[src/rtl/sctl_port.sv]
module sctl_port #(
  parameter int ADDR_W = 8,
  parameter int CFG_W  = 16,
  parameter int WORD_W = 32,
  parameter logic [ADDR_W-1:0] ADDR_CFG1 = 8'h6A,
  parameter logic [ADDR_W-1:0] ADDR_CFG2 = 8'h6B,
  parameter logic [ADDR_W-1:0] ADDR_STRM = 8'h6C,
  parameter logic [CFG_W-1:0]  CFG1_RST  = 16'h0902,
  parameter logic [CFG_W-1:0]  CFG2_RST  = 16'h0034
) (
  input  logic              clk,
  input  logic              rst_n,
  input  logic              ce_i,
  input  logic              cl_i,
  input  logic              di_i,
  output logic              do_o,
  output logic [CFG_W-1:0]  cfg1_o,
  output logic [CFG_W-1:0]  cfg2_o,
  output logic              cfg_err_o,
  input  logic [WORD_W-1:0] word_i,
  output logic              word_take_o
);
  localparam int MAXB  = (WORD_W > CFG_W) ? WORD_W : CFG_W;
  localparam int CNT_W = $clog2(MAXB + 2);
  localparam logic [CNT_W-1:0] CFG_END = CNT_W'(CFG_W);
  localparam logic [CNT_W-1:0] CFG_SAT = CNT_W'(CFG_W + 1);
  localparam logic [CNT_W-1:0] WRD_END = CNT_W'(WORD_W - 1);

  typedef enum logic [1:0] {M_NONE, M_CFG1, M_CFG2, M_STRM} mode_t;

  logic [2:0] ce_q, cl_q;
  logic [1:0] di_q;
  logic [ADDR_W-1:0] addr_sr;
  logic [CFG_W-1:0]  data_sr, cfg1_q, cfg2_q;
  logic [CNT_W-1:0]  bit_cnt;
  logic [WORD_W-1:0] word_sh;
  mode_t mode_q;
  logic  pend_q, do_bit, err_q, take_q;
  logic  ce_rise, ce_fall, cl_rise, cl_fall, ok1, ok2;

  assign ce_rise = ce_q[1] & ~ce_q[2];
  assign ce_fall = ~ce_q[1] & ce_q[2];
  assign cl_rise = cl_q[1] & ~cl_q[2];
  assign cl_fall = ~cl_q[1] & cl_q[2];
  assign word_sh = word_i << bit_cnt;

  assign ok1 = (data_sr[15:12] == 4'd0) && (data_sr[9:7] <= 3'd5) && (data_sr[11:10] != 2'd3);
  assign ok2 = (data_sr[15:13] == 3'd0);

  assign do_o        = (mode_q == M_STRM) ? do_bit : 1'b1;
  assign cfg1_o      = cfg1_q;
  assign cfg2_o      = cfg2_q;
  assign cfg_err_o   = err_q;
  assign word_take_o = take_q;

  function automatic mode_t dec(input logic [ADDR_W-1:0] a);
    if (a == ADDR_CFG1)      return M_CFG1;
    else if (a == ADDR_CFG2) return M_CFG2;
    else if (a == ADDR_STRM) return M_STRM;
    else                     return M_NONE;
  endfunction

  always_ff @(posedge clk or negedge rst_n) begin
    if (!rst_n) begin
      ce_q <= '0; cl_q <= '0; di_q <= '0;
    end else begin
      ce_q <= {ce_q[1:0], ce_i};
      cl_q <= {cl_q[1:0], cl_i};
      di_q <= {di_q[0], di_i};
    end
  end

  always_ff @(posedge clk or negedge rst_n) begin
    if (!rst_n) begin
      addr_sr <= '0; data_sr <= '0; bit_cnt <= '0; mode_q <= M_NONE;
      pend_q <= 1'b0; do_bit <= 1'b1; err_q <= 1'b0; take_q <= 1'b0;
      cfg1_q <= CFG1_RST; cfg2_q <= CFG2_RST;
    end else begin
      take_q <= 1'b0;
      if (ce_rise) begin
        mode_q  <= dec(addr_sr);
        bit_cnt <= '0;
        pend_q  <= 1'b0;
        do_bit  <= word_i[WORD_W-1];
      end else if (ce_fall) begin
        if (bit_cnt == CFG_END && mode_q == M_CFG1) begin
          if (ok1) cfg1_q <= data_sr;
          err_q <= ~ok1;
        end
        if (bit_cnt == CFG_END && mode_q == M_CFG2) begin
          if (ok2) cfg2_q <= data_sr;
          err_q <= ~ok2;
        end
        mode_q <= M_NONE;
      end else if (ce_q[1]) begin
        if (cl_rise) begin
          if (mode_q == M_CFG1 || mode_q == M_CFG2) begin
            data_sr <= {di_q[1], data_sr[CFG_W-1:1]};
            if (bit_cnt != CFG_SAT) bit_cnt <= bit_cnt + 1'b1;
          end else if (mode_q == M_STRM) begin
            pend_q <= 1'b1;
            if (bit_cnt == WRD_END) begin
              bit_cnt <= '0;
              take_q  <= 1'b1;
            end else begin
              bit_cnt <= bit_cnt + 1'b1;
            end
          end
        end else if (cl_fall && pend_q && mode_q == M_STRM) begin
          pend_q <= 1'b0;
          do_bit <= word_sh[WORD_W-1];
        end
      end else if (cl_rise) begin
        addr_sr <= {di_q[1], addr_sr[ADDR_W-1:1]};
      end
    end
  end

  p_cfg_hold_r3: assert property (@(posedge clk) disable iff (!rst_n)
    !ce_fall |=> $stable(cfg1_q) && $stable(cfg2_q));
  p_err_hold_r4: assert property (@(posedge clk) disable iff (!rst_n)
    !ce_fall |=> $stable(err_q));
  p_legal_fields_r5: assert property (@(posedge clk) disable iff (!rst_n)
    cfg1_q[15:12] == 4'd0 && cfg1_q[9:7] <= 3'd5 && cfg1_q[11:10] != 2'd3 && cfg2_q[15:13] == 3'd0);
  p_take_in_stream_r6: assert property (@(posedge clk) disable iff (!rst_n)
    take_q |-> mode_q == M_STRM);
  p_take_single_r6: assert property (@(posedge clk) disable iff (!rst_n)
    take_q |=> !take_q);
  p_do_release_r9: assert property (@(posedge clk) disable iff (!rst_n)
    (!ce_q[1] && !ce_q[2]) |-> do_o);
endmodule

[config.mk]
export PLATFORM = sky130hd
export DESIGN_NAME = sctl_port
export DESIGN_NICKNAME = d
export VERILOG_FILES = /design/src/rtl/sctl_port.sv
export SDC_FILE = /design/constraint.sdc
export NUM_CORES = 1
export LEC_CHECK = 0
export BUFFER_PORTS_ARGS = -buffer_cell sky130_fd_sc_hd__buf_2
export CAP_MARGIN = 10
export CORE_ASPECT_RATIO = 0.7
export CORE_MARGIN = 10
export CORE_UTILIZATION = 55
export DETAILED_ROUTE_END_ITERATION = 10
export PLACE_DENSITY = 0.79
export SLEW_MARGIN = 30
export SYNTH_ARGS = -nofsm -noshare
export SYNTH_HDL_FRONTEND = slang
export SYNTH_SLANG_ARGS = --single-unit
[constraint.sdc]
create_clock -name clk -period 3.2 [get_ports clk]
set_input_delay 0.32 -clock clk [delete_from_list [all_inputs] [get_ports clk]]
set_output_delay 0.32 -clock clk [all_outputs]
set_load 0.05 [all_outputs]
======== After elaboration in Yosys (flattened, before gate mapping) ========
Index checks and enable logic that the tools add are counted.
storage, ports and cells
  bits in registers ....................... 76
  bits of input ports ..................... 37
  output and inout port bits .............. 35
operators by class
  add/sub/neg operators ................... 1
  $lt $le $gt $ge ......................... 1
  equal/unequal tests ..................... 15
  shift-type cells ........................ 1
  muxes and demuxes ....................... 35
  bitwise operators ....................... 12
  reduce and logical (&&, ||, !) cells .... 24
operators by type and width
  cell                                                                    number
  6-bit 2-to-1 mux                                                        8
  32-bit by 6-bit << shifter with 32-bit output                           1
  8-bit by 7-bit equality test with 1-bit output (second input constant)  3
  1-bit 2-to-1 mux                                                        22
  4-bit AND reduction                                                     4
  5-bit AND reduction                                                     3
  6-bit by 5-bit equality test with 1-bit output (second input constant)  2
  2-bit 2-to-1 mux                                                        5
  2-bit nonzero test                                                      5
  1-bit inverter                                                          8
  6-bit by 1-bit adder with 6-bit output (second input constant)          1
  1-bit logical AND                                                       6
  2-bit != test (second input constant)                                   3
  3-bit by 2-bit != test with 1-bit output (second input constant)        2
  6-bit by 5-bit != test with 1-bit output (second input constant)        1
  3-bit nonzero test                                                      2
  1-bit AND                                                               4
  2-bit equality test (second input constant)                             2
  4-bit logical NOT                                                       1
  3-bit less-or-equal comparator (second input constant)                  1
  3-bit logical NOT                                                       1
  3-bit != test (second input constant)                                   1
  3-bit AND reduction                                                     1
  2-bit by 1-bit equality test with 1-bit output (second input constant)  1
  1-bit logical OR                                                        1

======== Logic depth before layout (Yosys ltp) ========
  depth in word-level cells ............... 9
  depth in mapped cells ................... 10
  mapped depth without buffers ............ 7

======== Least setup slack after synthesis ========
No wires, ideal clock.
  path type ............................... reg2reg
  from .................................... register bit_cnt[0]
  to ...................................... register cfg1_q[10], in the netlist cfg1_o[10]
  data arrival time ....................... 1.917 ns
  required time ........................... 3.075 ns
  setup slack ............................. 1.158 ns
  stages on the path, launching flop included .. 11
  clock period less this slack ............ 2.042 ns
  path through ............................ dfrtp_1 > buf_2 > buf_2 > inv_1 > ha_1 > nand3_2 > nor4_2 > and3_1 > buf_6 > buf_12 > mux2_4
between the ends
  word-level cells in the longest chain between the ends .. 3
RTL lines
  item                                            RTL line  text
  from (decl)                                     35        logic [CNT_W-1:0] bit_cnt;
  from (signal assigned)                          99        if (bit_cnt != CFG_SAT) bit_cnt <= bit_cnt + 1'b1;
  from (signal assigned)                          106       bit_cnt <= bit_cnt + 1'b1;
  6-bit by 5-bit equality test with 1-bit output  86        if (bit_cnt == CFG_END && mode_q == M_CFG1) begin
  1-bit logical AND                               86
  4-bit AND reduction (no line)                   n/a
  to (signal assigned)                            87        if (ok1) cfg1_q <= data_sr;
  to (decl)                                       34        logic [CFG_W-1:0] data_sr, cfg1_q, cfg2_q;
Every way passes these cells.
A chain may end at the register's enable or synchronous reset.

======== Final worst setup path ========
  from .................................... register bit_cnt[3]
  to ...................................... register cfg1_q[0], in the netlist cfg1_o[0]
Same word-level chain as after synthesis.

==> impl_metrics.tcl <==
set metrics [dict create \
    async_reset_ff_share_pct 100 \
    yosys.area.top_type "dfrtp_1" \
    die_y_um 86.8 \
    crit_slowest_cell "and3_1" \
    finClkSkew_ns 0.0102 \
    design.die.area_um2 10000 \
    worstPathCellList "nor4b_4, nand3_2, nor4_2, and3_1, mux2_2" \
    failed_checks "hold timing" \
    worst-path-buf-inv 0 \
    ctsResizeCount 0 \
    antenna_cells 0 \
    endpoint_kind "flip-flop" \
    r2r-start "bit_cnt[3]" \
    fill_cells 469 \
    slew_headroom_pct 50.4 \
    h-tree-depth 3 \
    ys_types 50 \
    status "finished, violations left" \
    cp_max_fo 13 \
    ff_latch_area_um2 1910 \
    crit_arrival_ns 2.69 \
    max_stage_delay_ns 0.69 \
    cts_made_buffers 9 \
    initial_utilization_pct 56.3 \
    yosysWarningCount 0 \
    final_util_pct 66.1 \
    synthesis.area_um2 3500 \
    cts_tree "done" \
    synth_area_leaders "dfrtp_1 (49%), mux2_2 (14%), dfstp_2 (5.3%)" \
    grt-ovfl-total 0 \
    vdd.ir_drop.worst_v 0.000313 \
    drive_gt1_share_pct 47.5 \
    fin_nets 379 \
    yosysSeqAreaShare_pct 54.6 \
    start_kind "flip-flop" \
    synth_top_area_share_pct 49.3 \
    drt.antenna.violating_nets 0 \
    hold_path.class "primary input to async pin" \
    core_area_um2 6220 \
    holdWs_ns -0.0207 \
    finalWirelength_um 7150 \
    cts_buffer_depth 2 \
    clkSinkCount 76 \
    worstMarginPinSlew_ns 0.745 \
    clkTransAtPathRegs_ns 0.08 \
    port_buffers 71 \
    synth_nets 305 \
    setup_viol 0 \
    cellPowerDensity_nw_per_um2 458 \
    crit_path_start "bit_cnt[3]" \
    synth_most_common_cell "dfrtp_1" \
    drt-initial-drc-count 144 \
    hold_violations 37 \
    fp-row-count 24 \
    min_period_ns 2.45 \
    ctsHoldBuffers 0 \
    io_pins 72 \
    multi_input_area_um2 1470 \
    cts-root-buf "clkbuf_8" \
    place_congestion 0.824 \
    clk_latency_ns 0.35 \
    setup-tns-final_ns 0 \
    final_max_slew_viol_count 0 \
    synth_edf_count 0 \
    dr_total_vias 2345 \
    area_delta_synth_final_pct 17.4 \
    ys_ff_latch 76 \
    grt_usage_pct 15.0 \
    grt_max_degree 77 \
    crit_type "flip-flop to flip-flop" \
    drt-pass1-iter-count 4 \
    wl_per_cell_um 17.1 \
    vias_per_cell 5.62 \
    maxCapViolations 0 \
    drc 0 \
    yosys_most_used_dff "dfrtp_1" \
    timing.final.crit_share_pct 76.6 \
    post-cts-setup-buffer-count 0 \
    die_w_um 115 \
    dpl.hpwl_um 5360 \
    postSynthAreaPerCell_um2 13.5 \
    antenna_found_initial 0 \
    syn_inst 260 \
    p_leak_nw 2.03 \
    grt_pass1_wl_um 11800 \
    synth_common_cells "dfrtp_1 (69), mux2_2 (44), nor2b_1 (13), nand2_1 (10)" \
    fmax_ghz 0.408 \
    grt_pass1_vias 2327 \
    cp.required_ns 3.44 \
    cp_top_family "simple AND/OR/NAND/NOR gates" \
    rsz0062_at_grt "false" \
]
==> registers in the layout, summed over array words and instances, names as in the netlist <==
signal / count
di_q: 2
cfg2_o: 16
data_sr: 16
pend_q: 1
ce_q: 3
cfg1_o: 16
word_take_o: 1
addr_sr: 8
cl_q: 3
mode_q: 2
bit_cnt: 6
cfg_err_o: 1
do_bit: 1
==> logic make-up (layout without fill, tap and decap cells) <==
logic type                 after synthesis  after routing  synth area share, %
xor gates and xnor gates                 1              1                0.250
DFF                                     76             76                 54.6
adders and majority gates                8              8                 2.86
muxes                                   61             61                 21.7
and+or+nand+nor                         64             64                 11.5
buffers and inverters                   21            100                 3.54
AOI/OAI and AO/OA                       29             29                 5.65
==> metal layers <==
metal  vias to the layer above  wire length (um)  track usage [%]
met5                         -                 0                0
met4                         0                61             4.47
met3                         7               475             6.21
met2                        69              3540             23.1
met1                      1171              3070             19.0
li1                       1098                 -                -
==> worst register-to-register path, cell delays in order (launching register included) <==
cell     delay [ns]
dfrtp_1        0.53
nor4b_4        0.40
nand3_2        0.13
nor4_2         0.17
and3_1         0.69
mux2_2         0.42
==> cells in the final DEF (no fill, tap or decap), types with 5 or more instances in the layout <==
cell type / Yosys / final
buf_2: 2 / 70
dfrtp_1: 69 / 69
mux2_2: 44 / 44
nor2b_1: 13 / 13
nand2_1: 10 / 10
clkbuf_8: 0 / 10
inv_1: 9 / 9
o21ai_0: 9 / 9
ha_1: 8 / 8
dfstp_2: 7 / 7
nor2_1: 6 / 6
mux2i_1: 6 / 6
mux2_4: 6 / 6
mux4_2: 5 / 5
==> final timing paths <==
| path | endpoint | slack (ns) | cells after the start |
|---|---|---|---|
| worst max-delay path | cfg1_o[0] | 0.75 | 5 |
| worst min-delay path | bit_cnt[2] | -0.02 | 1 |
| worst max register to register | cfg1_o[0] | 0.75 | 5 |
| worst min register to register | di_q[1] | 0.35 | 0 |
| max in group asynchronous | cfg2_o[3] | 2.76 | 1 |
| min in group clk | cl_q[0] | 0.07 | 1 |
==> final cells by class <==
type / instances / area share, %
Clock buffer: 10 / 3.35
Clock inverter: 6 / 1.77
Inverter: 9 / 0.822
Multi-Input combinational cell: 163 / 35.7
Sequential cell: 76 / 46.5
Tap cell: 78 / 2.37
Timing Repair Buffer: 75 / 9.53
==> stage by stage <==
stage	power, W	std cells	cell area, um2	setup slack, ns
after global routing	0.00197	417	4110	0.540
after CTS	0.00191	417	4110	0.724
after global placement	0.00115	401	3900	0.876
after detailed placement	0.00115	401	3900	0.736
final	0.00188	417	4110	0.748
after floorplan	0.00109	260	3500	1.16
==> report_power, final <==
group | total [W] | internal, W | switching, W
sequential | 0.00102 | 0.000996 | 0.0000276
combinational | 0.000110 | 0.0000585 | 0.0000516
clock | 0.000749 | 0.000388 | 0.000361
No activity file was read; power rests on OpenSTA's default activity.
